**src/rtl/lrb_pkg.sv**
```systemverilog
// Package: shared parameters and state encoding for the loop replay buffer.
// Assumes: one loop active at a time; DEPTH is a power of two.
package lrb_pkg;
    localparam int DEPTH  = 16;
    localparam int WORD_W = 32;
    localparam int CNT_W  = 8;
    localparam int IDX_W  = $clog2(DEPTH);
    localparam int LEN_W  = $clog2(DEPTH + 1);

    typedef enum logic [1:0] {
        ST_PASS    = 2'd0,
        ST_CAPTURE = 2'd1,
        ST_REPLAY  = 2'd2
    } lrb_state_e;
endpackage

```
**src/rtl/lrb_store.sv**
```systemverilog
// Module: word store holding one decoded control word per loop-body position.
// Assumes: one write and one asynchronous read per cycle; contents need no reset.
module lrb_store #(
    parameter int DEPTH  = 16,
    parameter int WORD_W = 32,
    localparam int IDX_W = $clog2(DEPTH)
) (
    input  logic              clk,
    input  logic              we,
    input  logic [IDX_W-1:0]  waddr,
    input  logic [WORD_W-1:0] wdata,
    input  logic [IDX_W-1:0]  raddr,
    output logic [WORD_W-1:0] rdata
);
    logic [WORD_W-1:0] mem [DEPTH];

    // Write the captured word at its body position.
    always_ff @(posedge clk) begin
        if (we) mem[waddr] <= wdata;
    end

    // Present the word at the replay position.
    always_comb rdata = mem[raddr];
endmodule

```
**src/rtl/lrb_seq.sv**
```systemverilog
// Module: loop sequencer. Decides buffer eligibility, steps the store and
// replay positions, and counts remaining passes.
// Assumes: loop_start only arrives while no buffered loop is in flight.
module lrb_seq
    import lrb_pkg::*;
#(
    parameter int DEPTH  = 16,
    parameter int CNT_W  = 8,
    localparam int IDX_W = $clog2(DEPTH),
    localparam int LEN_W = $clog2(DEPTH + 1)
) (
    input  logic             clk,
    input  logic             rst_n,
    input  logic             buf_en,
    input  logic             loop_start,
    input  logic [LEN_W-1:0] loop_len,
    input  logic [CNT_W-1:0] loop_iters,
    input  logic             stall,
    input  logic             dec_valid,
    output logic             fetch_en,
    output logic             sel_buf,
    output logic             we,
    output logic [IDX_W-1:0] waddr,
    output logic [IDX_W-1:0] raddr
);
    lrb_state_e       state_q;
    logic [IDX_W-1:0] wr_idx_q, rd_idx_q;
    logic [LEN_W-1:0] len_q;
    logic [CNT_W-1:0] left_q;
    logic             eligible, cap_fire, rep_fire, cap_last, rep_wrap;

    // Work out whether a new loop may use the buffer and which positions end a pass.
    always_comb begin
        eligible = buf_en && (loop_len != '0) && (loop_len <= LEN_W'(DEPTH))
                   && (loop_iters >= CNT_W'(2));
        cap_fire = (state_q == ST_CAPTURE) && dec_valid && !stall;
        rep_fire = (state_q == ST_REPLAY) && !stall;
        cap_last = (LEN_W'(wr_idx_q) == len_q - LEN_W'(1));
        rep_wrap = (LEN_W'(rd_idx_q) == len_q - LEN_W'(1));
    end

    // Advance the state, the positions and the pass counter.
    always_ff @(posedge clk) begin
        if (!rst_n) begin
            state_q  <= ST_PASS;
            wr_idx_q <= '0;
            rd_idx_q <= '0;
            len_q    <= '0;
            left_q   <= '0;
        end else begin
            case (state_q)
                ST_PASS: begin
                    if (loop_start && eligible) begin
                        state_q <= ST_CAPTURE;
                        len_q   <= loop_len;
                        left_q  <= loop_iters;
                    end
                end
                ST_CAPTURE: begin
                    if (cap_fire) begin
                        if (cap_last) begin
                            state_q  <= ST_REPLAY;
                            wr_idx_q <= '0;
                            left_q   <= left_q - CNT_W'(1);
                        end else begin
                            wr_idx_q <= wr_idx_q + IDX_W'(1);
                        end
                    end
                end
                ST_REPLAY: begin
                    if (rep_fire) begin
                        if (rep_wrap) begin
                            rd_idx_q <= '0;
                            if (left_q == CNT_W'(1)) state_q <= ST_PASS;
                            else left_q <= left_q - CNT_W'(1);
                        end else begin
                            rd_idx_q <= rd_idx_q + IDX_W'(1);
                        end
                    end
                end
                default: state_q <= ST_PASS;
            endcase
        end
    end

    // Drive the fetch gate, the selector and the store ports.
    always_comb begin
        fetch_en = (state_q != ST_REPLAY);
        sel_buf  = (state_q == ST_REPLAY);
        we       = cap_fire;
        waddr    = wr_idx_q;
        raddr    = rd_idx_q;
    end


    no_slip_on_stall_chk: assert property (@(posedge clk) disable iff (!rst_n)
        stall |=> ($stable(wr_idx_q) && $stable(rd_idx_q)));

    no_buffer_when_ineligible_chk: assert property (@(posedge clk) disable iff (!rst_n)
        (state_q == ST_PASS && loop_start && !eligible) |=> (state_q == ST_PASS));

    fetch_back_after_last_chk: assert property (@(posedge clk) disable iff (!rst_n)
        (rep_fire && rep_wrap && left_q == CNT_W'(1)) |=> fetch_en);

    replay_in_range_chk: assert property (@(posedge clk) disable iff (!rst_n)
        (state_q == ST_REPLAY) |-> (LEN_W'(rd_idx_q) < len_q && left_q != '0));

    no_store_on_bubble_chk: assert property (@(posedge clk) disable iff (!rst_n)
        (state_q == ST_CAPTURE && !dec_valid) |=> $stable(wr_idx_q));
endmodule

```
**src/rtl/lrb_mux.sv**
```systemverilog
// Module: execute-side selector between the live decoder and the store.
// Assumes: a stored word is always valid while the store is selected.
module lrb_mux #(
    parameter int WORD_W = 32
) (
    input  logic              clk,
    input  logic              rst_n,
    input  logic              sel_buf,
    input  logic              dec_valid,
    input  logic [WORD_W-1:0] dec_word,
    input  logic [WORD_W-1:0] buf_word,
    output logic              exe_valid,
    output logic [WORD_W-1:0] exe_word
);
    // Pick the control word and its valid flag for execute.
    always_comb begin
        exe_valid = sel_buf ? 1'b1 : dec_valid;
        exe_word  = sel_buf ? buf_word : dec_word;
    end


    replay_always_valid_chk: assert property (@(posedge clk) disable iff (!rst_n)
        sel_buf |-> exe_valid);
endmodule

```
**src/rtl/loop_replay_buf.sv**
```systemverilog
// Module: top of the loop replay buffer. Ties the sequencer, the store and the
// execute selector together.
// Assumes: the fetch unit holds its position while fetch_en is 0 and resumes
// past the loop body once it rises again.
module loop_replay_buf
    import lrb_pkg::*;
(
    input  logic              clk,
    input  logic              rst_n,
    input  logic              buf_en,
    input  logic              loop_start,
    input  logic [LEN_W-1:0]  loop_len,
    input  logic [CNT_W-1:0]  loop_iters,
    input  logic              stall,
    input  logic              dec_valid,
    input  logic [WORD_W-1:0] dec_word,
    output logic              fetch_en,
    output logic              exe_valid,
    output logic [WORD_W-1:0] exe_word
);
    logic              sel_buf, we;
    logic [IDX_W-1:0]  waddr, raddr;
    logic [WORD_W-1:0] buf_word;

    lrb_seq #(.DEPTH(DEPTH), .CNT_W(CNT_W)) u_seq (
        .clk(clk), .rst_n(rst_n), .buf_en(buf_en), .loop_start(loop_start),
        .loop_len(loop_len), .loop_iters(loop_iters), .stall(stall),
        .dec_valid(dec_valid), .fetch_en(fetch_en), .sel_buf(sel_buf),
        .we(we), .waddr(waddr), .raddr(raddr)
    );

    lrb_store #(.DEPTH(DEPTH), .WORD_W(WORD_W)) u_store (
        .clk(clk), .we(we), .waddr(waddr), .wdata(dec_word),
        .raddr(raddr), .rdata(buf_word)
    );

    lrb_mux #(.WORD_W(WORD_W)) u_mux (
        .clk(clk), .rst_n(rst_n), .sel_buf(sel_buf), .dec_valid(dec_valid),
        .dec_word(dec_word), .buf_word(buf_word),
        .exe_valid(exe_valid), .exe_word(exe_word)
    );


    store_only_while_fetching_chk: assert property (@(posedge clk) disable iff (!rst_n)
        we |-> (fetch_en && exe_valid && !stall));
endmodule

```
**config.mk**
```make
export PLATFORM = sky130hd
export DESIGN_NAME = loop_replay_buf
export DESIGN_NICKNAME = d
export VERILOG_FILES = /design/src/rtl/lrb_pkg.sv /design/src/rtl/lrb_store.sv /design/src/rtl/lrb_seq.sv /design/src/rtl/lrb_mux.sv /design/src/rtl/loop_replay_buf.sv
export SDC_FILE = /design/constraint.sdc
export NUM_CORES = 1
export LEC_CHECK = 0
export ABC_AREA = 0
export BUFFER_PORTS_ARGS = -buffer_cell sky130_fd_sc_hd__buf_2
export CORE_AREA = 5 5 238 240
export DETAILED_ROUTE_END_ITERATION = 12
export DIE_AREA = 0 0 243 245
export MAX_ROUTING_LAYER = met4
export SLEW_MARGIN = 40
export SYNTH_ARGS = -nofsm -noshare
export SYNTH_HDL_FRONTEND = slang
export SYNTH_SLANG_ARGS = --single-unit
```
**constraint.sdc**
```tcl
create_clock -name clk -period 2.4 [get_ports clk]
set_input_delay 0.48 -clock clk [delete_from_list [all_inputs] [get_ports clk]]
set_output_delay 0.48 -clock clk [all_outputs]
set_load 0.02 [all_outputs]
```
==> results of run 1 <==
==> worst max path at each step <==
stage	start	end
2_1_floorplan	flop	exe_word[0]
3_3_place_gp	flop	exe_word[0]
3_5_place_dp	flop	exe_word[8]
4_1_cts	flop	exe_word[8]
5_1_grt	flop	exe_word[15]
6_report	flop	exe_word[17]
==> per-layer routing <==
metal	vias to the layer above	track usage
li1	4385	-
met1	5521	0.224
met2	277	0.263
met3	66	0.0309
met4	0	0.0347
met5	-	-
==> stage by stage <==
stage                     setup WS, ps  area [um2]  setup TNS, ps
after global placement            -295       23400          -8280
after CTS                         -965       25300         -29130
after global routing             -1000       25800         -30740
final                             -920       25800         -28180
after detailed placement          -314       23400          -8550
after floorplan                  -52.2       21400          -1400
==> synth_stat cells (all sizes together), types with 2 or more instances <==
cell	instances
inv	15
a2111oi	2
ha	12
nor3b	3
a31o	5
nor2b	8
o311a	5
nor4	3
nand4	3
a21oi	3
clkbuf	24
o2bb2ai	4
nand2	19
xor2	7
mux4	160
buf	21
nor2	13
nand2b	3
and2	16
dfxtp	27
edfxtp	512
and3	2
mux2i	9
mux2	33
xnor2	7
nor3	8
o21ai	8
==> state kept, by name (all words and copies together), names as in the netlist, named ones only <==
| signal | cells |
|---|---|
| u_seq.left_q | 8 |
| u_seq.len_q | 5 |
| u_seq.raddr | 4 |
| u_seq.state_q | 2 |
| u_seq.waddr | 4 |
| u_store.mem | 512 |
==> power breakdown <==
group | total, mW | switching, mW | internal [mW]
clock network | 8.91 | 3.56 | 5.35
logic | 1.80 | 0.926 | 0.873
registers | 10.5 | 0.0743 | 10.4
==> worst min-delay path, stage by stage <==
cell and delay [ps]:
buf_2 90, mux2i_1 60, nor2b_1 90
==> cell type report <==
| cell class | instances | area, um2 | area share |
|---|---|---|---|
| timing repair buffer | 163 | 1760 | 0.0682 |
| clock inverter | 34 | 439 | 0.0170 |
| inverter | 15 | 56.3 | 0.00218 |
| antenna | 4 | 10.0 | 0.000388 |
| multi-input combinational | 352 | 5280 | 0.205 |
| clock buffer | 68 | 1450 | 0.0561 |
| sequential | 539 | 15900 | 0.617 |
| tap | 704 | 881 | 0.0341 |
==> kinds of logic (layout without fill, tap and decap cells) <==
family / after synthesis / after routing
other cells: 0 / 4
simple gates: 86 / 86
flops: 539 / 539
xor+xnor: 16 / 16
fa+ha+maj: 12 / 12
compound gates: 36 / 36
buf+inv: 60 / 280
mux: 202 / 202
==> cell usage in the layout (no fill, tap or decap), types with 15 or more instances in the layout <==
| cell | instances |
|---|---|
| edfxtp_1 | 512 |
| mux4_2 | 160 |
| buf_2 | 70 |
| clkbuf_16 | 62 |
| buf_12 | 36 |
| buf_4 | 33 |
| dfxtp_1 | 23 |
| mux2_2 | 19 |
| nand2_1 | 19 |
| and2_2 | 16 |
| inv_1 | 15 |
==> repair_timing <==
item,CTS,global route
buffers inserted,0,13
gates resized for setup,18,42
setup endpoints to repair,41,127
gates cloned,0,7
pin swaps,0,2
hold buffers,0,0
==> results.md, run 1 <==
- GRT Overall Usage: 0.164
- Fmax: 301 MHz
- Met2 wire length: 24.0 mm
- Die width: 243 um
- Seq cells post-synth: 539
- Vias in the first global route: 10700
- Clock transition at path regs: 70 ps
- Remaining antenna violation count: 0
- PD cells: 820 mW/mm2
- # IOs: 85
- Startpoint types: flop
- R2r worst-path depth: 8
- Simple-gate share of the synthesized area: 0.0229
- Clock sinks: 539
- Largest family of logic cells by synthesized area: multiplexers
- Final Hold Fails: 0
- LEAKAGE: 8.19 nW
- Fill cell count: 4431
- Routed wire length: 48.2 mm
- First-pass GRT wire length: 71.0 mm
- Crit-path cells: buf_12, buf_12, buf_16, mux4_2, mux4_2, mux2_4, buf_6
- Reg-to-Reg Start: u_seq.len_q[0]
- Via count: 10200
- Core Area: 0.0544 mm2
- Most used flip-flop cell after synthesis: edfxtp_1
- Hold Crit Endpoint: u_seq.len_q[4]
- Area delta synth->final: 20.8%
- Setup crit end kind: output port
- Clk_lat worst skew: 600 ps
- Mux cell area share after synthesis: 0.190
- Vias per cell: 5.45
- Synth Net Count: 1014
- Hold Crit Start: loop_len[4]
- CTS tree: built
- Fin crit period: 3320 ps
- Gr ovfl total: 0
- Remaining DRCs: 0
- Unique cell type count in the Yosys netlist: 53
- Failing checks: negative setup slack
- YS warnings: 0
- Max-cap violations: 0
- Root Driver: clkbuf_16
- Initial DRC count: 930
- Worst Path Required: 1920 ps
- Outcome: finished, violations left
- Placed insts: 1753
- Max VDD drop: 0.000573 V
- Hold WS: 160 ps
- Register area share after synthesis: 0.745
- CTS Buffer Depth: 3
- Top cells by area, synth: edfxtp_1 72%, mux4_2 17%, dfxtp_1 2.5%
- Asr flop ratio synth: 0
- Hpwl dp: 24.9 mm
- Cell taking the most area after synthesis: edfxtp_1
- Mapped cell area: 0.0214 mm2
- Final Max Tran Viols: 0
- Slowest cell on crit path: mux4_2
- Least-Margin Pin Slew: 471 ps
- Share of layout cells above drive strength 1: 0.403
- Post-synth EDFFs: 512
- Starting density of the core: 0.392
- Post-Synth Adder-Cell Area: 0.00703
- Synthesized area per cell: 22.5 um2
- Num CTS Buffers: 55
- GPL Wtd Cong: 0.749
- Critical path depth in cells: 7
- Die ar.: 0.0595 mm2
- Period utilization: 1.38
- Router iterations before antenna repair: 4
- Routed wire per std cell: 25.7 um
- Reg-to-Reg End: u_seq.left_q[3]
- WS Path Type: flop to output port
- Chip height: 245 um
- Flop2flop setup slack: 140 ps
- Met3 routed WL: 2.53 mm
- Worst hold-check path type: input port to flop
- # rows: 86
- Worst Path Max Fanout: 8
- Post-synthesis xor/xnor area fraction: 0.00791
- CP bufs+invs: 4
- Count of input and output buffers: 84
- Largest net degree at the start of global routing: 41
- CTS H-Tree Depth: 2
- Overall power: 21.2 mW
- Final #Nets: 1189
- Top cell type's share of synthesized area: 0.720
- Worst Hold Path Cells: 3
- Slowest stage delay, CP: 530 ps
- Met1 wire length: 20.9 mm
- Endpoints failing setup: 32
- Relative slew slack: 0.686
- Utilization after layout: 0.474
- CP top delay family: multiplexers
- Cells after synthesis: 951
- Post-Layout Cell Count: 1879
- Complex-gate fraction of the synthesized area: 0.0130
- RSZ-0062 raised after global routing: yes
- Setup ws final: -920 ps
- CP arrival: 2840 ps
- Top routing layer used: met4
- Skew final: 15.0 ps
- Antenna violations before repair: 4
Note: power is estimated with default switching activity, not from simulation.
==> inputs of run 2 (changes only) <==
Settings changed: RECOVER_POWER from default to 100.
Clock period 2.4 ns to 3.2 ns, I/O delays scaled along.
==> run 2 against run 1 <==
- the run still ends with negative setup slack left
- power shrank 27%
- hold slack improved by 150 ps
- register-to-register slack worse by 140 ps
- flip-flop and latch count is the same
- clock-buffer cell count down 3
- global-route usage shrank 0.38 points
- critical endpoint is now exe_word[12]
- largest power group unchanged
- critical path depth is 1 lower
- first-iteration DRC count decreased by 7.8%
==> results.md, run 2 (same netlist as run 1, synthesis figures left out) <==
- WS Path Type: flop to output port
- Max reg flops: 512
- GRT Overall Usage: 0.160
- Most frequent cells in the layout: 512 x edfxtp_1, 160 x mux4_2, 57 x clkbuf_16, 50 x clkbuf_1, 32 x buf_2
- Routed wire per std cell: 25.0 um
- Sw Share: 0.216
- Remaining DRCs: 0
- Via count: 10200
- Failing checks: negative setup slack
- Max VDD drop: 0.000415 V
- Worst hold-check path type: input port to flop
- LEAKAGE: 7.92 nW
- Initial DRC count: 857
- Post-Layout Cell Count: 1873
- Gr ovfl total: 0
- GPL Wtd Cong: 0.746
- Most common cell after layout, fill and taps aside: edfxtp_1
- CTS Buffer Depth: 3
- Least-Margin Pin Slew: 1390 ps
- Overall power: 15.4 mW
- CTS H-Tree Depth: 2
- Root Driver: clkbuf_16
- Die ar.: 0.0595 mm2
- Internal Pwr Total: 12.1 mW
- Post-Layout Inst Area: 0.0252 mm2
- Remaining antenna violation count: 0
- # rows: 86
- Endpoints failing setup: 32
- Router iterations before antenna repair: 5
- Final Max Tran Viols: 0
- Antenna violations before repair: 3
- Hold_buf cts: 0
- Vias per cell: 5.43
- Fill cell count: 4569
- Clock sinks: 539
- Seq. cell area: 0.0159 mm2
- Starting density of the core: 0.392
- Die width: 243 um
- Clock transition at path regs: 70 ps
- Most frequent CP cell: mux4_2
- CP arrival: 2800 ps
- Hold WS: 315 ps
- Outcome: finished, violations left
- Largest regs: u_store.mem x512, u_seq.left_q x8, u_seq.len_q x5
- Clk_lat worst skew: 600 ps
- RSZ-0062 raised after global routing: yes
- Chip height: 245 um
- Top reg by flops: u_store.mem
- Count of input and output buffers: 84
- Area delta synth->final: 17.8%
- Final Hold Fails: 0
- Placed insts: 1748
- Max-cap violations: 0
- Area of the multi-input gates: 0.00522 mm2
- Setup ws final: -243 ps
- Worst Path Required: 2560 ps
- Skew final: 17.2 ps
- CTS tree: built
- Startpoint types: flop
- Seq pwr share: 0.509
- Num CTS Buffers: 54
- First-pass GRT wire length: 69.5 mm
- Psw: 3.33 mW
- Crit-path cells: buf_12, buf_4, mux4_2, mux4_2, mux2_2, buf_2
- Fmax: 290 MHz
- Slowest cell on crit path: mux4_2
- Fin crit period: 3440 ps
- PD cells: 613 mW/mm2
- Utilization after layout: 0.462
- CP top delay family: multiplexers
- Worst Path Max Fanout: 13
- Share of layout cells above drive strength 1: 0.353
- Period utilization: 1.08
- Core Area: 0.0544 mm2
- Slowest stage delay, CP: 520 ps
- Combinational power share: 0.081
- Placed Area: 0.0231 mm2
- Largest net degree at the start of global routing: 49
- Routed wire length: 46.7 mm
- CP bufs+invs: 3
- Setup crit end kind: output port
- # IOs: 85
- Clock share of power: 0.410
- Final #Nets: 1184
- Vias in the first global route: 10700
- Relative slew slack: 0.0703
- Hpwl dp: 25.6 mm
run 2: power groups by stage:
stage,logic (mW),clock network (mW),registers [mW]
floorplan,0.788,0,7.98
global placement,1.14,0,7.99
detailed placement,1.15,0,7.99
CTS,1.23,6.49,7.84
global route,1.35,6.79,7.85
finish,1.24,6.33,7.85
run 2: worst min-delay path, stage by stage:
cell,delay (ps)
buf_2,90
mux2i_1,60
nor2b_1,90
run 2: cell type report:
cell class,count,share of cell area
sequential,539,0.633
timing repair buffer,159,0.0510
inverter,15,0.00224
multi-input combinational,352,0.208
clock buffer,65,0.0562
clock inverter,36,0.0146
tap,704,0.0350
antenna,3,0.000298
run 2: path summary, 6_finish.rpt:
check | endpoint | slack [ps] | depth (start not counted) | startpoint
worst min register to register | u_seq.left_q[1] | 480 | 2 | u_seq.left_q[1]
worst max register to register | u_store.mem[3][4] | 0 | 5 | u_seq.state_q[0]
worst min-delay path | u_seq.len_q[3] | 310 | 3 | loop_len[3]
worst max-delay path | exe_word[12] | -240 | 6 | flop
run 2: routing by layer:
layer,share of wire,up-vias,global-route usage
met5,0,-,-
met3,0.052,65,0.0344
met1,0.45,5492,0.225
met4,0.019,0,0.0364
met2,0.48,242,0.245
li1,-,4378,-
run 2: repair_timing:
item,CTS,global route
pin swaps,0,0
gates resized for setup,32,32
endpoints found under the setup margin,32,32
cloned,3,2
buffers inserted,11,5
run 2: stage by stage:
stage / TNS [ps] / setup slack (ps)
5_1_grt: -12010 / -326
6_report: -6340 / -243
3_5_place_dp: 0 / 262
2_1_floorplan: 0 / 457
4_1_cts: -8330 / -304
3_3_place_gp: 0 / 277
==> inputs of run 3 (changes only) <==
Settings changed: SKIP_CTS_REPAIR_TIMING from default to 1.
==> run 3 against run 2 <==
- the flow still finishes with violations (negative setup slack)
- via count up 0.74%
- power up 0.48%
- flip-flop and latch count is the same
- core utilization increased by 0.55 points
- final cell count grew 0.53%
- worst setup slack got worse by 40 ps
- critical path depth is 1 higher
- register-to-register slack gained 60 ps
- sequential share of layout area decreased by 0.75 points
- die area unchanged
- design area grew 1.2%
- critical endpoint is now exe_word[29]
- largest power group unchanged
==> results.md, run 3 (same netlist as run 1, synthesis figures left out) <==
- Outcome: finished, violations left
- Count of input and output buffers: 84
- Met3 routed WL: 2.87 mm
- Routed wire per std cell: 25.0 um
- Most common cell after layout, fill and taps aside: edfxtp_1
- Placed Area: 0.0231 mm2
- Worst Path Required: 2560 ps
- Area delta synth->final: 19.2%
- Period utilization: 1.09
- Slowest cell on crit path: mux4_2
- Hpwl dp: 25.6 mm
- Initial DRC count: 801
- Post-Layout Inst Area: 0.0255 mm2
- Met2 wire length: 22.2 mm
- Fin crit period: 3480 ps
- Max reg flops: 512
- Router iterations before antenna repair: 5
- Chip height: 245 um
- Hold WS: 316 ps
- Via count: 10300
- Reg-to-Reg End: u_store.mem[3][31]
- Num CTS Buffers: 54
- Worst Path Max Fanout: 8
- Slowest stage delay, CP: 490 ps
- Crit-path cells: buf_12, buf_12, buf_4, mux4_2, mux4_2, mux2_4, buf_6
- Core Area: 0.0544 mm2
- Fill cell count: 4527
- Largest net degree at the start of global routing: 49
- Largest regs: u_store.mem x512, u_seq.left_q x8, u_seq.len_q x5
- WS Path Type: flop to output port
- First-pass GRT wire length: 68.7 mm
- Clock transition at path regs: 70 ps
- Setup crit end kind: output port
- Top reg by flops: u_store.mem
- # rows: 86
- Post-Layout Cell Count: 1883
- Skew final: 16.2 ps
- Worst Hold Path Cells: 3
- Least-Margin Pin Slew: 1410 ps
- CP arrival: 2840 ps
- Die width: 243 um
- Gr ovfl total: 0
- Starting density of the core: 0.392
- Top routing layer used: met4
- Remaining antenna violation count: 0
- Setup ws final: -284 ps
- Worst hold-check path type: input port to flop
- GPL Wtd Cong: 0.746
- Clock sinks: 539
- GRT Overall Usage: 0.158
- Worst setup path end: exe_word[29]
- CTS H-Tree Depth: 2
- Reg-to-Reg Start: u_seq.state_q[0]
- Final #Nets: 1194
- Routed wire length: 47.1 mm
- PD cells: 609 mW/mm2
- Max VDD drop: 0.000416 V
- RSZ-0062 raised after global routing: yes
- Met1 wire length: 21.1 mm
- Worst slack, placed: 262 ps
- # IOs: 85
- Placed insts: 1748
- Root Driver: clkbuf_16
- Most frequent cells in the layout: 512 x edfxtp_1, 160 x mux4_2, 63 x clkbuf_16, 50 x clkbuf_1, 36 x buf_6
- Share of layout cells above drive strength 1: 0.359
- Flop2flop setup slack: 60 ps
- Final Max Tran Viols: 0
- CTS Buffer Depth: 3
- Final Hold Fails: 0
- Clk_lat worst skew: 600 ps
- Die ar.: 0.0595 mm2
- Antenna violations before repair: 3
- Max-cap violations: 0
- Fmax: 287 MHz
- Relative slew slack: 0.0605
- Vias in the first global route: 10600
- Endpoints failing setup: 32
- Remaining DRCs: 0
- Vias per cell: 5.44
- Failing checks: negative setup slack
- R2r worst-path depth: 5
- Overall power: 15.5 mW
- CTS tree: built
- LEAKAGE: 8.06 nW
- Startpoint types: flop
[run 3: cell count changes in the layout (fill, tap and decap cells not counted), sizes merged]
cell    before  now
buf         94   97
clkbuf     130  137
[run 3: cell type report]
| class | count | area (um2) | share of cell area |
|---|---|---|---|
| clock inverters | 36 | 367 | 0.0144 |
| multi-input cells | 352 | 5260 | 0.207 |
| repair buffers | 169 | 1550 | 0.0609 |
| clock buffers | 65 | 1410 | 0.0555 |
| diodes | 3 | 7.51 | 0.000295 |
| well taps | 704 | 881 | 0.0346 |
| inverters | 15 | 56.3 | 0.00221 |
| flip-flops and latches | 539 | 15900 | 0.626 |
[run 3: report_power, final]
| part | total (mW) | switching [mW] | internal (mW) |
|---|---|---|---|
| combinational | 1.31 | 0.679 | 0.636 |
| sequential | 7.85 | 0.0580 | 7.79 |
| clock | 6.33 | 2.62 | 3.72 |
| total | 15.5 | 3.35 | 12.1 |
[run 3: critical path, delay by kind of cell (launching register included)]
family   cells  cell delay (ps)
mux          3             1280
buf+inv      4              590
flops        1              360
[run 3: how the worst min path moves through the flow]
stage,startpoint,end
3_3_place_gp,u_seq.left_q[1],u_seq.left_q[1]
4_1_cts,loop_len[0],u_seq.len_q[0]
3_5_place_dp,u_seq.left_q[1],u_seq.left_q[1]
2_1_floorplan,u_seq.left_q[1],u_seq.left_q[1]
5_1_grt,loop_len[0],u_seq.len_q[0]
6_report,loop_len[3],u_seq.len_q[3]
[run 3: per-stage QoR]
stage	utilization	setup TNS (ps)
floorplan	-	0
global placement	0.425	0
detailed placement	0.425	0
CTS	0.458	-10320
global route	0.468	-14520
finish	0.468	-7530
[run 3: per-layer routing]
metal,GRT usage,vias to the layer above
met5,-,-
met4,0.0344,0
met3,0.0361,64
met2,0.242,274
met1,0.220,5521
li1,-,4393
